[src/rtl/afi_pkg.sv]
package afi_pkg;
    localparam int STATUS_OFS = 0;
    localparam int ENABLE_OFS = 1;
endpackage

[src/rtl/afi_grant_timer.sv]
module afi_grant_timer #(
    parameter int TIMEOUT = 16
) (
    input  logic clk,
    input  logic rst_n,
    input  logic grant,
    input  logic start,
    output logic fire
);
    localparam int CW = $clog2(TIMEOUT + 1);

    typedef struct packed {
        logic          gnt_prev;
        logic          armed;
        logic [CW-1:0] cnt;
    } tmr_s;

    tmr_s          tmr_d, tmr_q;
    logic          new_gnt;
    logic [CW-1:0] base;

    always_comb begin
        tmr_d          = tmr_q;
        fire           = 1'b0;
        tmr_d.gnt_prev = grant;
        new_gnt        = grant & ~tmr_q.gnt_prev;
        base           = new_gnt ? '0 : tmr_q.cnt;
        if (grant && !start && (new_gnt || tmr_q.armed)) begin
            if (base == CW'(TIMEOUT - 1)) begin
                fire        = 1'b1;
                tmr_d.armed = 1'b0;
                tmr_d.cnt   = '0;
            end else begin
                tmr_d.armed = 1'b1;
                tmr_d.cnt   = CW'(base + 1'b1);
            end
        end else begin
            tmr_d.armed = 1'b0;
            tmr_d.cnt   = '0;
        end
    end

    always_ff @(posedge clk or negedge rst_n) begin
        if (!rst_n) tmr_q <= '0;
        else        tmr_q <= tmr_d;
    end
endmodule

[src/rtl/afi_serr_capture.sv]
module afi_serr_capture (
    input  logic clk,
    input  logic rst_n,
    input  logic serr_n,
    output logic evt
);
    typedef struct packed {
        logic low;
    } cap_s;

    cap_s cap_d, cap_q;

    always_comb begin
        cap_d     = cap_q;
        cap_d.low = ~serr_n;
    end

    always_ff @(posedge clk or negedge rst_n) begin
        if (!rst_n) cap_q <= '0;
        else        cap_q <= cap_d;
    end

    assign evt = cap_q.low;
endmodule

[src/rtl/afi_status_regs.sv]
module afi_status_regs
    import afi_pkg::*;
#(
    parameter int NSRC   = 5,
    parameter int DATA_W = 32,
    parameter int ADDR_W = 2
) (
    input  logic              clk,
    input  logic              rst_n,
    input  logic [NSRC-1:0]   hw_set,
    input  logic              wr_en,
    input  logic [ADDR_W-1:0] addr,
    input  logic [DATA_W-1:0] wdata,
    input  logic              clk_run,
    output logic [NSRC-1:0]   status,
    output logic [NSRC-1:0]   enable,
    output logic [DATA_W-1:0] rdata,
    output logic              irq
);
    typedef struct packed {
        logic [NSRC-1:0] status;
        logic [NSRC-1:0] enable;
        logic            irq;
    } regs_s;

    regs_s           regs_d, regs_q;
    logic            sel_status, sel_enable;
    logic [NSRC-1:0] toggle;
    logic            unused_wdata;

    assign sel_status   = addr == ADDR_W'(STATUS_OFS);
    assign sel_enable   = addr == ADDR_W'(ENABLE_OFS);
    assign unused_wdata = ^wdata[DATA_W-1:NSRC];

    always_comb begin
        regs_d        = regs_q;
        toggle        = (wr_en && sel_status) ? wdata[NSRC-1:0] : '0;
        regs_d.status = (regs_q.status ^ toggle) | hw_set;
        if (wr_en && sel_enable) regs_d.enable = wdata[NSRC-1:0];
        regs_d.irq    = |(regs_q.status & regs_q.enable);
    end

    always_ff @(posedge clk or negedge rst_n) begin
        if (!rst_n) regs_q <= '0;
        else        regs_q <= regs_d;
    end

    always_comb begin
        rdata = '0;
        if (sel_status) begin
            rdata[NSRC-1:0] = regs_q.status;
            rdata[NSRC]     = clk_run;
        end else if (sel_enable) begin
            rdata[NSRC-1:0] = regs_q.enable;
        end
    end

    assign status = regs_q.status;
    assign enable = regs_q.enable;
    assign irq    = regs_q.irq;
endmodule

[src/rtl/arb_fault_irq.sv]
module arb_fault_irq #(
    parameter int NUM_MASTERS = 4,
    parameter int TIMEOUT     = 16,
    parameter int DATA_W      = 32,
    parameter int ADDR_W      = 2
) (
    input  logic                   clk,
    input  logic                   rst_n,
    input  logic [NUM_MASTERS-1:0] bus_grant,
    input  logic [NUM_MASTERS-1:0] bus_start,
    input  logic                   serr_n,
    input  logic                   clk_running,
    input  logic                   reg_wr,
    input  logic [ADDR_W-1:0]      reg_addr,
    input  logic [DATA_W-1:0]      reg_wdata,
    output logic [DATA_W-1:0]      reg_rdata,
    output logic                   irq
);
    localparam int NSRC = NUM_MASTERS + 1;

    logic [NSRC-1:0] hw_set_w;
    logic [NSRC-1:0] status_w;
    logic [NSRC-1:0] enable_w;

    for (genvar m = 0; m < NUM_MASTERS; m++) begin : g_tmr
        afi_grant_timer #(.TIMEOUT(TIMEOUT)) tmr_i (
            .clk  (clk),
            .rst_n(rst_n),
            .grant(bus_grant[m]),
            .start(bus_start[m]),
            .fire (hw_set_w[m])
        );
    end

    afi_serr_capture serr_i (
        .clk   (clk),
        .rst_n (rst_n),
        .serr_n(serr_n),
        .evt   (hw_set_w[NUM_MASTERS])
    );

    afi_status_regs #(.NSRC(NSRC), .DATA_W(DATA_W), .ADDR_W(ADDR_W)) regs_i (
        .clk    (clk),
        .rst_n  (rst_n),
        .hw_set (hw_set_w),
        .wr_en  (reg_wr),
        .addr   (reg_addr),
        .wdata  (reg_wdata),
        .clk_run(clk_running),
        .status (status_w),
        .enable (enable_w),
        .rdata  (reg_rdata),
        .irq    (irq)
    );
endmodule

[config.mk]
export PLATFORM = sky130hd
export DESIGN_NAME = arb_fault_irq
export DESIGN_NICKNAME = d
export VERILOG_FILES = /design/src/rtl/afi_pkg.sv /design/src/rtl/afi_grant_timer.sv /design/src/rtl/afi_serr_capture.sv /design/src/rtl/afi_status_regs.sv /design/src/rtl/arb_fault_irq.sv
export SDC_FILE = /design/constraint.sdc
export NUM_CORES = 1
export LEC_CHECK = 0
export ABC_AREA = 1
export CORE_UTILIZATION = 48
export CTS_BUF_LIST = sky130_fd_sc_hd__clkbuf_8 sky130_fd_sc_hd__clkbuf_16
export DETAILED_ROUTE_END_ITERATION = 6
export HOLD_SLACK_MARGIN = 0.12
export PLACE_DENSITY = 0.85
export RECOVER_POWER = 25
export SLEW_MARGIN = 10
export SYNTH_ARGS = -nofsm -noshare
export SYNTH_HDL_FRONTEND = slang
export SYNTH_SLANG_ARGS = --single-unit
[constraint.sdc]
create_clock -name clk -period 4.3 [get_ports clk]
set_clock_uncertainty 0.15 [all_clocks]
set_input_delay 0.86 -clock clk [delete_from_list [all_inputs] [get_ports clk]]
set_output_delay 0.86 -clock clk [all_outputs]
set_load 0.01 [all_outputs]
== Word-level counts from Yosys, hierarchy flattened ==
Index checks and enable logic that the tools add are counted.

* Logic and storage cells: 81
* Output and inout port bits: 33
* Bits in registers: 40

* Eq/ne operators: 5
* Reductions and logical operators: 20
* Mux-type cells: 24
* Bitwise operators: 12
* $add $sub $neg: 4

{| class="wikitable"
|+ Operators by type and width
! operator !! number
|-
| 6-bit 2-to-1 mux || 8
|-
| 5-bit 2-to-1 mux || 7
|-
| 5-bit by 1-bit adder with 5-bit output, second input constant || 4
|-
| 5-bit by 4-bit == test with 1-bit output, second input constant || 4
|-
| 1-bit logical AND || 10
|-
| 1-bit 2-to-1 mux || 9
|-
| 5-bit bitwise AND || 1
|-
| 1-bit NOT || 5
|-
| 5-bit OR || 1
|-
| 5-bit OR reduction || 1
|-
| 5-bit XOR || 1
|-
| 1-bit bitwise AND || 4
|-
| 1-bit zero test || 4
|-
| 1-bit logical OR || 4
|-
| 2-bit by 1-bit == test with 1-bit output, second input constant || 1
|-
| 2-bit zero test || 1
|}

== Logic depth before layout (Yosys ltp) ==
Gate-level depths: netlist of run 1.

* Depth after elaboration: 7
* Depth in mapped cells: 9
* Depth with buffers taken out: 9

== Hierarchy ==
From an unflattened synthesis of run 1, not the netlist that was laid out.

* Cells, all modules: 273
* Area total of the unflattened synthesis: 2,388.5 µm²

{| class="wikitable"
|+ By module, submodules not included
! module !! cells an instance !! seq. area each (µm²) !! instances !! area each (µm²)
|-
| afi_grant_timer || 40 || 175.2 || 4 || 385.4
|-
| afi_status_regs || 111 || 275.3 || 1 || 818.3
|-
| afi_serr_capture || 2 || 25.0 || 1 || 28.8
|}

== Worst setup path after synthesis of run 1 ==
Ideal clock, no wire load.

* Path type: input-to-output
* From: input port reg_addr[1]
* To: output port reg_rdata[0]
* Data required time: 3.290 ns
* Path slack: 1.997 ns
* Path buffers: 0
* Arrival: 1.293 ns
* Stages on the path: 3
* Cells stage by stage: inv_2 -> nand2_1 -> o21ai_0

* Longest elaborated chain between the ends: 3

{| class="wikitable"
|+ RTL lines
! item !! RTL line !! RTL
|-
| start, declared || arb_fault_irq.sv:14 || <nowiki>input logic [ADDR_W-1:0] reg_addr,</nowiki>
|-
| 2-bit by 1-bit == test with 1-bit output || afi_status_regs.sv:32 || <nowiki>assign sel_enable = addr == ADDR_W'(ENABLE_OFS);</nowiki>
|-
| 5-bit 2-to-1 mux || afi_status_regs.sv:53 || <nowiki>end else if (sel_enable) begin</nowiki>
|-
| 5-bit 2-to-1 mux * || afi_status_regs.sv:50 || <nowiki>if (sel_status) begin</nowiki>
|-
| end, declared || arb_fault_irq.sv:16 || <nowiki>output logic [DATA_W-1:0] reg_rdata,</nowiki>
|}

Mark *: on every way between the ends. The rest lies on a longest branch, timed or not.

== Final worst setup path of run 1 ==
* From: input port reg_addr[0]
* To: output port reg_rdata[1]

Same word-level chain as after synthesis.

==> results.rst, run 1 <==
.. list-table::
   :header-rows: 1

   * - Metric
     - Value
   * - Area added between synthesis and finish
     - 13.87%
   * - Switching part of the total
     - 26.62%
   * - Relative contribution of combinational cells to total power
     - 15.9%
   * - Slew Viols, Final
     - 41
   * - Final count of hold timing violations
     - 0
   * - Power per Cell Area
     - 312.7 mW/mm^2
   * - Max-slew headroom at the worst pin
     - -38.31%
   * - Count leader, synth
     - inv_1
   * - First-pass GRT wire length
     - 6610 um
   * - Required arrival time at the worst endpoint
     - 3290 ps
   * - Count of hold buffers inserted by post-cts repair
     - 0
   * - Worst IR Drop VDD
     - 141.4 uV
   * - CP Buf/Inv Count
     - 3
   * - Via density
     - 4.658
   * - Cell internal pwr
     - 579.8 uW
   * - Starting Density
     - 50.60%
   * - Mean instance size in the synthesized netlist
     - 8.435 um^2
   * - Antenna cell count
     - 0
   * - Async S/R FF share, synth
     - 100.0%
   * - Area of the core
     - 0.004384 mm^2
   * - Boundary pin count
     - 80
   * - Area of the die
     - 0.004897 mm^2
   * - CTS tree
     - yes
   * - Total number of H-tree levels
     - 2
   * - Top cell type's share of synthesized area
     - 45.12%
   * - Final Setup Violations
     - 0
   * - Total overflow reported by the global router
     - 0
   * - Max_cap viols
     - 1
   * - CP most frequent cell
     - clkdlybuf4s50_1
   * - Sequential element share of the synthesized area
     - 45.12%
   * - Gate count after technology mapping
     - 263
   * - Worst-path maximum fanout
     - 6
   * - First DRT Iteration DRCs
     - 81
   * - Final RePlAce weighted congestion
     - 0.7759
   * - Clock tree buffer depth
     - 2
   * - Final core area utilization
     - 57.62%
   * - CP arrival
     - 2300 ps
   * - Setup total negative slack
     - 0 ps
   * - CP Capture Type
     - output pin
   * - Maximum clock frequency
     - 302.3 MHz
   * - Number of iterations in the first detailed-routing pass
     - 6
   * - Final #Nets
     - 346
   * - EDFF count, synth
     - 0
   * - Cell types with the largest area share after synthesis
     - dfrtp_1, buf_4, inv_1
   * - Clock-pin slew of the registers on the worst-case setup and hold paths
     - 70 ps
   * - Final period demand of the worst path
     - 3308 ps
   * - Largest area contributor in the synthesized netlist
     - dfrtp_1
   * - Sequential share of power
     - 52.5%
   * - Count of buffers added by post-CTS timing repair for setup
     - 0
   * - Netlist area before placement
     - 0.002218 mm^2
   * - Hold WC Path Type
     - reg -> reg
   * - Post-Route WL
     - 3774 um
   * - Post-synthesis sequential element count
     - 40
   * - Total clock sinks
     - 40
   * - List of most frequent post-synthesis cells
     - inv_1, dfrtp_1, buf_4, nand2_1, nor2_1
   * - Switching power
     - 210.3 uW
   * - Unique masters post-synth
     - 23
   * - Detailed placement HPWL
     - 2835 um
   * - Fraction of layout cells with a size suffix above 1
     - 14.86%
   * - Maximum number of pins on one net before global-route repair
     - 41
   * - Clock Power Share
     - 31.5%
   * - Die X
     - 69.98 um
   * - Height of the die
     - 69.98 um
   * - Routing usage on met2
     - 30.02%
   * - Crit Path Class
     - in -> out
   * - Clock latency on the worst-skew pair
     - 290 ps
   * - Slowest cell on the critical path
     - clkdlybuf4s50_1
   * - RSZ-0062 raised after global routing
     - no
   * - Final critical-path share of the clock period
     - 76.93%
   * - Startpoint class of the critical path
     - input pin
   * - Clk Tree Root Cell
     - clkbuf_8
   * - Global-route usage over all layers
     - 17.17%
   * - Number of global-route vias before repair
     - 1552
   * - Cell family with the largest share of critical-path delay
     - buffers and inverters
   * - Transition time of the tightest slew-check pin
     - 2075 ps
   * - Quantity of I/O buffers inserted on ports
     - 26
   * - Busiest metal layer after global routing
     - met2
   * - Warning count from the yosys run
     - 0
   * - CP max stage delay
     - 570 ps
   * - Leakage component of the power
     - 0.001399 uW
   * - Antenna Violating Nets Remaining
     - 0
   * - Routed wirelength normalized by instance count
     - 10.84 um
   * - Met3 Track Usage GR
     - 3.463%
   * - Clock buffers created by TritonCTS
     - 5
   * - CTS-repair resized insts
     - 0
   * - Met1 Track Usage GR
     - 19.85%
   * - Initial antenna violation count
     - 0
   * - Num rows
     - 24
   * - Violations in the final reports
     - max-capacitance violations, max-slew violations
   * - Residual DRC
     - 0
   * - Top FF cell, synth
     - dfrtp_1
   * - Via count
     - 1621
   * - Run status
     - finished with violations
   * - Critical-path cell list
     - clkdlybuf4s50_1 > inv_2 > nand2_1 > o21ai_0 > clkdlybuf4s50_1
## worst paths after layout
kind | start | end | slack (ps) | depth (start not counted)
worst max register to register | g_tmr[0].tmr_i.tmr_q[6] | g_tmr[0].tmr_i.tmr_q[5] | 2680 | 8
worst min register to register | serr_i.evt | regs_i.status[4] | 300 | 1
min in group asynchronous | rst_n | g_tmr[3].tmr_i.tmr_q[1] | 1010 | 1
worst max-delay path | reg_addr[0] | reg_rdata[1] | 990 | 5
max in group asynchronous | rst_n | g_tmr[0].tmr_i.tmr_q[0] | 1800 | 1
worst min-delay path | serr_i.evt | regs_i.status[4] | 300 | 1
## cell usage in the layout, fill, tap and decap left out, drive strengths merged
cell type	n
and3	4
nor3	4
clkbuf	7
nand2	31
nand3	15
conb	26
nand3b	1
ha	4
o22ai	1
dlygate4sd3	5
nand4	4
clkdlybuf4s50	20
dfrtp	40
a21oi	9
o21bai	4
nor2	33
o21ai	23
inv	65
## metal layers
metal / wire (um) / vias up
met2: 1872 / 44
met1: 1642 / 742
met5: 0 / -
met4: 99 / 0
li1: - / 826
met3: 159 / 9
## logic make-up (layout without fill, tap and decap cells)
kind of cell	after synthesis	count (layout)	synth area share [%]
buffers and inverters	89	97	19.46
adder cells (fa/ha/maj)	4	4	2.256
AND/OR/NAND/NOR	92	92	21.43
AO/OA/AOI/OAI	37	37	11.56
flip-flops	40	40	45.12
other	1	26	0.1690
## worst reg2reg max path: cells and delay by family (launching register included)
family,cells,cell delay [ps]
and+or+nand+nor,3,410
DFF,1,340
adders and majority gates,1,240
buffers and inverters,3,180
AOI/OAI and AO/OA,1,180
## through the flow
stage | area (um^2) | total power, uW | cells | hold WS (ps) | worst slack [ps]
after floorplan | 2312 | 508.5 | 288 | 262.5 | 1997
after global placement | 2437 | 543.9 | 340 | 267.9 | 1016
after detailed placement | 2437 | 549.4 | 340 | 291.7 | 995.7
after CTS | 2527 | 798.1 | 348 | 304.7 | 988.3
after global routing | 2526 | 835.3 | 348 | 316.3 | 921.5
final | 2526 | 790.1 | 348 | 297.5 | 991.9
## registers in the layout, summed over array words and instances (netlist names)
name	flops
serr_i.evt	1
regs_i.status	5
regs_i.enable	5
regs_i.irq	1
g_tmr.tmr_i.tmr_q	28
## power by group through the flow
stage	clock, uW	sequential, uW	combinational (uW)
floorplan	0	420	88.1
global placement	0	421	123
detailed placement	0	422	127
CTS	256	415	128
global route	275	418	142
finish	249	415	126
## area by class of cell
| type | count | area [um^2] |
|---|---|---|
| repair buffers | 26 | 254.0 |
| well taps | 52 | 65.06 |
| flip-flops and latches | 40 | 1001 |
| clock buffers | 6 | 82.58 |
| multi-input cells | 159 | 879.6 |
| clock inverters | 2 | 7.507 |
| inverters | 63 | 236.5 |
| fillers | 392 | 1858 |
No activity file was read; power rests on OpenSTA's default activity.
==> inputs of run 2 (changes only) <==
--- a/config.mk
+++ b/config.mk
@@ -6,11 +6,11 @@
 export NUM_CORES = 1
 export LEC_CHECK = 0
 export ABC_AREA = 1
-export CORE_UTILIZATION = 48
+export CORE_UTILIZATION = 40
 export CTS_BUF_LIST = sky130_fd_sc_hd__clkbuf_8 sky130_fd_sc_hd__clkbuf_16
 export DETAILED_ROUTE_END_ITERATION = 6
 export HOLD_SLACK_MARGIN = 0.12
-export PLACE_DENSITY = 0.85
+export PLACE_DENSITY = 0.76
 export RECOVER_POWER = 25
 export SLEW_MARGIN = 10
 export SYNTH_ARGS = -nofsm -noshare
==> constraint.sdc (replaced) <==
create_clock -name clk -period 2.76 [get_ports clk]
set_clock_uncertainty 0.15 [all_clocks]
set_input_delay 0.552 -clock clk [delete_from_list [all_inputs] [get_ports clk]]
set_output_delay 0.552 -clock clk [all_outputs]
set_load 0.01 [all_outputs]
==> run 2 against run 1 <==
Global-route usage decreased by 3.2 points. Critical path type unchanged. Sequential power increased by 56%. Clock-buffer cell count decreased by 1. Largest power group unchanged. First-iteration DRC count grew 42%. Largest cell class unchanged. Via count down 1.5%. Wire length down 3.0%. The flow now finishes without violations. Die area grew 19%. Hold slack got worse by 42 ps. Final cell count increased by 5.2%. Total power grew 65%. Sequential cell count unchanged. Sequential share of layout area decreased by 0.64 points.
==> results.rst, run 2 (synthesis results as in run 1) <==
.. list-table::
   :header-rows: 1

   * - Metric
     - Value
   * - R2R Path End
     - g_tmr[1].tmr_i.tmr_q[5]
   * - Hold WC Path Type
     - in -> async
   * - Sequential share of power
     - 49.5%
   * - Detailed placement HPWL
     - 2735 um
   * - Final period demand of the worst path
     - 2679 ps
   * - CTS tree
     - yes
   * - RSZ-0062 raised after global routing
     - no
   * - Starting Density
     - 42.36%
   * - Leakage component of the power
     - 0.001407 uW
   * - Final #Nets
     - 346
   * - Antenna Violating Nets Remaining
     - 0
   * - Fraction of layout cells with a size suffix above 1
     - 15.54%
   * - Critical-path cell list
     - clkdlybuf4s50_1 > inv_2 > nand2_1 > o21ai_1 > clkdlybuf4s50_1
   * - Number of iterations in the first detailed-routing pass
     - 4
   * - Slowest cell on the critical path
     - clkdlybuf4s50_1
   * - Setup total negative slack
     - 0 ps
   * - Residual DRC
     - 0
   * - CP max stage delay
     - 560 ps
   * - Clock latency on the worst-skew pair
     - 290 ps
   * - CP arrival
     - 1980 ps
   * - First DRT Iteration DRCs
     - 115
   * - Number of global-route vias before repair
     - 1542
   * - Via count
     - 1596
   * - Storage element area
     - 0.001001 mm^2
   * - Relative contribution of combinational cells to total power
     - 15.0%
   * - Max-slew headroom at the worst pin
     - 35.09%
   * - Critical register-to-register path startpoint
     - g_tmr[1].tmr_i.tmr_q[6]
   * - Antenna cell count
     - 0
   * - Maximum number of pins on one net before global-route repair
     - 41
   * - Final RePlAce weighted congestion
     - 0.7346
   * - Total area of multi-input combinational cells
     - 879.6 um^2
   * - Cell internal pwr
     - 972.0 uW
   * - Clock Power Share
     - 35.4%
   * - Worst-case reg-to-reg path depth
     - 8
   * - Placed instance area
     - 0.002460 mm^2
   * - Run status
     - finished, final reports clean
   * - Most common cell after layout, fill and taps aside
     - inv_1
   * - Area of the die
     - 0.005848 mm^2
   * - Die X
     - 76.47 um
   * - Area added between synthesis and finish
     - 15.74%
   * - Height of the die
     - 76.47 um
   * - Largest register FFs
     - 28
   * - Quantity of I/O buffers inserted on ports
     - 26
   * - Highest-count cells in the layout ignoring fill and taps
     - inv_1, dfrtp_1, nand2_1, conb_1, nor2_1
   * - Total clock sinks
     - 40
   * - Clock buffers created by TritonCTS
     - 5
   * - Transition time of the tightest slew-check pin
     - 973.6 ps
   * - Post-Route WL
     - 3661 um
   * - Clk Tree Root Cell
     - clkbuf_8
   * - Final std cells w/o fill
     - 366
   * - Global-route usage over all layers
     - 13.98%
   * - Number of placed instances with taps included
     - 358
   * - First-pass GRT wire length
     - 6589 um
   * - CP Capture Type
     - output pin
   * - Power per Cell Area
     - 508.7 mW/mm^2
   * - Switching power
     - 334.0 uW
   * - Startpoint class of the critical path
     - input pin
   * - Reg-to-reg slack, setup
     - 1180 ps
   * - Worst-path maximum fanout
     - 6
   * - Required arrival time at the worst endpoint
     - 2060 ps
   * - Count of fill cells added during filler insertion
     - 509
   * - Switching part of the total
     - 25.58%
   * - Maximum clock frequency
     - 373.3 MHz
   * - Max Used Layer
     - met4
   * - Num rows
     - 26
   * - Worst IR Drop VDD
     - 197.9 uV
   * - Routed wirelength normalized by instance count
     - 10.00 um
   * - CP most frequent cell
     - clkdlybuf4s50_1
   * - Clock-pin slew of the registers on the worst-case setup and hold paths
     - 80 ps
   * - Met3 wire length
     - 227 um
   * - Register containing the most flip-flops in the final layout
     - g_tmr.tmr_i.tmr_q
   * - Area of the core
     - 0.005238 mm^2
   * - Initial antenna violation count
     - 0
   * - Max_cap viols
     - 0
   * - Total overflow reported by the global router
     - 0
   * - Final Setup Violations
     - 0
   * - Met1 layer wirelength in the final routing
     - 1673 um
   * - Post-layout instance area
     - 0.002567 mm^2
   * - Crit Path Class
     - in -> out
   * - Length of routed met2 wiring
     - 1730 um
   * - Total number of H-tree levels
     - 2
   * - Boundary pin count
     - 80
   * - Clock tree buffer depth
     - 2
   * - Final critical-path share of the clock period
     - 97.06%
   * - Final count of hold timing violations
     - 0
   * - Slew Viols, Final
     - 0
   * - Via density
     - 4.361
==> run 2: critical path: cells and delay by family <==
kind | cells | cell delay (ps)
compound gates | 1 | 200
simple gates | 1 | 150
buf+inv | 3 | 1070
==> run 2: power by group through the flow <==
stage,clock (uW),sequential (uW),combinational [uW]
2_1_floorplan,0,655,137
3_3_place_gp,0,656,193
3_5_place_dp,0,658,197
4_1_cts,478,646,198
5_1_grt,500,651,224
6_report,463,647,196
==> run 2: per-stage QoR <==
stage | utilization (%) | setup WS, ps | hold slack, ps | power, uW
5_1_grt | 49.02 | 20.17 | 340.9 | 1375
3_3_place_gp | 46.97 | 69.99 | 269.9 | 849.1
3_5_place_dp | 46.97 | 65.73 | 300.6 | 855.3
6_report | 49.02 | 81.01 | 255.5 | 1306
4_1_cts | 49.02 | 58.80 | 259.0 | 1322
2_1_floorplan | - | 1073 | 106.4 | 792.2
==> run 2: worst max path at each step <==
stage                startpoint           end  slack [ps]  cells after the start
floorplan           reg_addr[1]  reg_rdata[0]        1070                      3
global placement    reg_addr[0]  reg_rdata[1]          70                      5
detailed placement  reg_addr[0]  reg_rdata[1]          70                      5
CTS                 reg_addr[0]  reg_rdata[1]          60                      5
global route        reg_addr[0]  reg_rdata[1]          20                      5
finish              reg_addr[0]  reg_rdata[1]          80                      5
==> run 2: per-layer routing <==
| layer | vias up | global-route usage, % |
|---|---|---|
| met5 | - | 0 |
| met4 | 0 | 4.038 |
| met3 | 4 | 4.192 |
| met2 | 55 | 23.06 |
| met1 | 719 | 17.64 |
| li1 | 818 | - |
==> run 2: area by class of cell <==
cell class / count / area share, %
Tap cell: 70 / 3.411
Multi-Input combinational cell: 159 / 34.26
Timing Repair Buffer: 26 / 9.942
Clock inverter: 3 / 1.511
Inverter: 63 / 9.211
Sequential cell: 40 / 38.99
Clock buffer: 5 / 2.680
==> run 2: repair_timing <==
item / in CTS / in global routing
endpoints found under the setup margin: 0 / 3
resized for setup: 0 / 4
buffers inserted: 0 / 0
hold buffers: 0 / 0
==> inputs of run 3 (changes only) <==
--- a/config.mk
+++ b/config.mk
@@ -6,11 +6,11 @@
 export NUM_CORES = 1
 export LEC_CHECK = 0
 export ABC_AREA = 1
-export CORE_UTILIZATION = 40
-export CTS_BUF_LIST = sky130_fd_sc_hd__clkbuf_8 sky130_fd_sc_hd__clkbuf_16
+export CORE_UTILIZATION = 42
+export CTS_BUF_LIST = sky130_fd_sc_hd__clkbuf_4 sky130_fd_sc_hd__clkbuf_8
 export DETAILED_ROUTE_END_ITERATION = 6
 export HOLD_SLACK_MARGIN = 0.12
-export PLACE_DENSITY = 0.76
+export PLACE_DENSITY = 0.79
 export RECOVER_POWER = 25
 export SLEW_MARGIN = 10
 export SYNTH_ARGS = -nofsm -noshare
==> run 3 against run 2 <==
The flow now finishes with violations (max-capacitance violations, max-slew violations). Setup slack gained 9.3 ps. Sequential power is essentially flat. Global-route usage grew 1.3 points. Via count is essentially flat. Design area grew 2.2%.
==> results.rst, run 3 (synthesis results as in run 1) <==
.. list-table::
   :header-rows: 1

   * - Metric
     - Value
   * - Power per Cell Area
     - 571.1 mW/mm^2
   * - Residual DRC
     - 0
   * - Met1 Track Usage GR
     - 17.76%
   * - Total overflow reported by the global router
     - 0
   * - CP arrival
     - 1970 ps
   * - Maximum number of pins on one net before global-route repair
     - 41
   * - Reg-to-reg slack, setup
     - 1190 ps
   * - Starting Density
     - 43.43%
   * - Number of placed instances with taps included
     - 359
   * - Switching power
     - 339.3 uW
   * - Run status
     - finished with violations
   * - Via count
     - 1595
   * - Critical register-to-register path startpoint
     - g_tmr[1].tmr_i.tmr_q[6]
   * - Violations in the final reports
     - max-capacitance violations, max-slew violations
   * - Cell internal pwr
     - 1160 uW
   * - Area added between synthesis and finish
     - 18.33%
   * - Final std cells w/o fill
     - 367
   * - Clock buffers created by TritonCTS
     - 5
   * - Number of iterations in the first detailed-routing pass
     - 4
   * - Die X
     - 74.68 um
   * - Detailed placement HPWL
     - 2681 um
   * - CP startpoint
     - reg_addr[0]
   * - Final core area utilization
     - 51.40%
   * - Worst-path maximum fanout
     - 6
   * - Final #Nets
     - 347
   * - Hold slack
     - 278.7 ps
   * - Minimum setup slack after placement
     - 44.34 ps
   * - Clock latency on the worst-skew pair
     - 290 ps
   * - Leakage component of the power
     - 0.001428 uW
   * - Antenna Violating Nets Remaining
     - 0
   * - Final count of hold timing violations
     - 0
   * - Total clock sinks
     - 40
   * - Area of the core
     - 0.005107 mm^2
   * - Setup total negative slack
     - 0 ps
   * - Highest-count cells in the layout ignoring fill and taps
     - inv_1, dfrtp_1, nand2_1, conb_1, nor2_1
   * - Final period demand of the worst path
     - 2670 ps
   * - Met3 Track Usage GR
     - 4.016%
   * - Final Setup Violations
     - 0
   * - Maximum clock frequency
     - 374.6 MHz
   * - Count of hold buffers inserted by post-cts repair
     - 0
   * - Count of fill cells added during filler insertion
     - 470
   * - Clock-pin slew of the registers on the worst-case setup and hold paths
     - 80 ps
   * - Final Worst Setup Slack
     - 90.36 ps
   * - Most common cell after layout, fill and taps aside
     - inv_1
   * - Antenna cell count
     - 0
   * - Boundary pin count
     - 80
   * - First-pass GRT wire length
     - 6465 um
   * - Post-Route WL
     - 3614 um
   * - Via density
     - 4.346
   * - Area of the die
     - 0.005576 mm^2
   * - Crit Path Class
     - in -> out
   * - Number of global-route vias before repair
     - 1526
   * - Routing usage on met2
     - 27.03%
   * - Required arrival time at the worst endpoint
     - 2060 ps
   * - Max_cap viols
     - 1
   * - Total number of H-tree levels
     - 2
   * - Fraction of layout cells with a size suffix above 1
     - 15.82%
   * - Largest register FFs
     - 28
   * - Max-slew headroom at the worst pin
     - -39.17%
   * - Clk Tree Root Cell
     - clkbuf_8
   * - Initial antenna violation count
     - 0
   * - CP Capture Type
     - output pin
   * - Routed wirelength normalized by instance count
     - 9.847 um
   * - Relative contribution of combinational cells to total power
     - 13.1%
   * - R2R Path End
     - g_tmr[1].tmr_i.tmr_q[0]
   * - Register containing the most flip-flops in the final layout
     - g_tmr.tmr_i.tmr_q
   * - Instance count along the most critical hold path
     - 1
   * - Clock Power Share
     - 43.8%
   * - Transition time of the tightest slew-check pin
     - 2088 ps
   * - CTS tree
     - yes
   * - Worst-case reg-to-reg path depth
     - 8
   * - Hold WC Path Type
     - reg -> reg
   * - Num rows
     - 26
   * - Worst IR Drop VDD
     - 221.8 uV
   * - RSZ-0062 raised after global routing
     - no
   * - Clock tree buffer depth
     - 2
   * - Height of the die
     - 74.68 um
   * - Quantity of I/O buffers inserted on ports
     - 26
   * - Sequential share of power
     - 43.1%
   * - Worst setup path endpoint
     - reg_rdata[0]
   * - Final RePlAce weighted congestion
     - 0.7602
   * - Switching part of the total
     - 22.63%
   * - Slew Viols, Final
     - 41
   * - First DRT Iteration DRCs
     - 72
   * - Final critical-path share of the clock period
     - 96.73%
   * - Startpoint class of the critical path
     - input pin
   * - Busiest metal layer after global routing
     - met2
   * - Global-route usage over all layers
     - 15.30%
## run 3: layout make-up
type,instances,area [um^2],share of cell area (%)
clock inverters,3,90.09,3.432
well taps,70,87.58,3.337
multi-input cells,159,879.6,33.51
repair buffers,27,261.5,9.962
clock buffers,5,68.82,2.622
flip-flops and latches,40,1001,38.13
inverters,63,236.5,9.009
## run 3: worst min-delay path by stage
stage | slack, ps | end | start
after global routing | 320 | regs_i.status[4] | serr_i.evt
final | 280 | regs_i.status[4] | serr_i.evt
after CTS | 250 | g_tmr[2].tmr_i.tmr_q[2] | rst_n
after global placement | 270 | regs_i.status[4] | serr_i.evt
after floorplan | 110 | g_tmr[0].tmr_i.tmr_q[0] | rst_n
after detailed placement | 270 | regs_i.status[4] | serr_i.evt
## run 3: power groups by stage
stage,logic (uW),registers (uW),clock network [uW]
6_report,197,646,657
5_1_grt,227,650,697
4_1_cts,200,646,676
3_5_place_dp,199,657,0
3_3_place_gp,194,656,0
2_1_floorplan,137,655,0
## run 3: critical path, stage by stage
cell and delay (ps):
clkdlybuf4s50_1 440, inv_2 70, nand2_1 140, o21ai_0 200, clkdlybuf4s50_1 570
## run 3: metrics by stage
step	area (um^2)	power (uW)
6_report	2625	1499
5_1_grt	2625	1575
4_1_cts	2626	1521
3_5_place_dp	2467	856.4
3_3_place_gp	2467	849.9
2_1_floorplan	2312	792.2
## run 3: timing repair
action                                  in CTS  in global routing
gates resized for setup                      0                  2
endpoints found under the setup margin       0                  2
setup buffers                                0                  0
## run 3: routing by layer
metal / share of wire (%) / up-vias / wire, um
met5: 0 / - / 0
met4: 2.2 / 0 / 81
met3: 4.6 / 8 / 167
met2: 50 / 44 / 1789
met1: 44 / 717 / 1576
li1: - / 826 / -
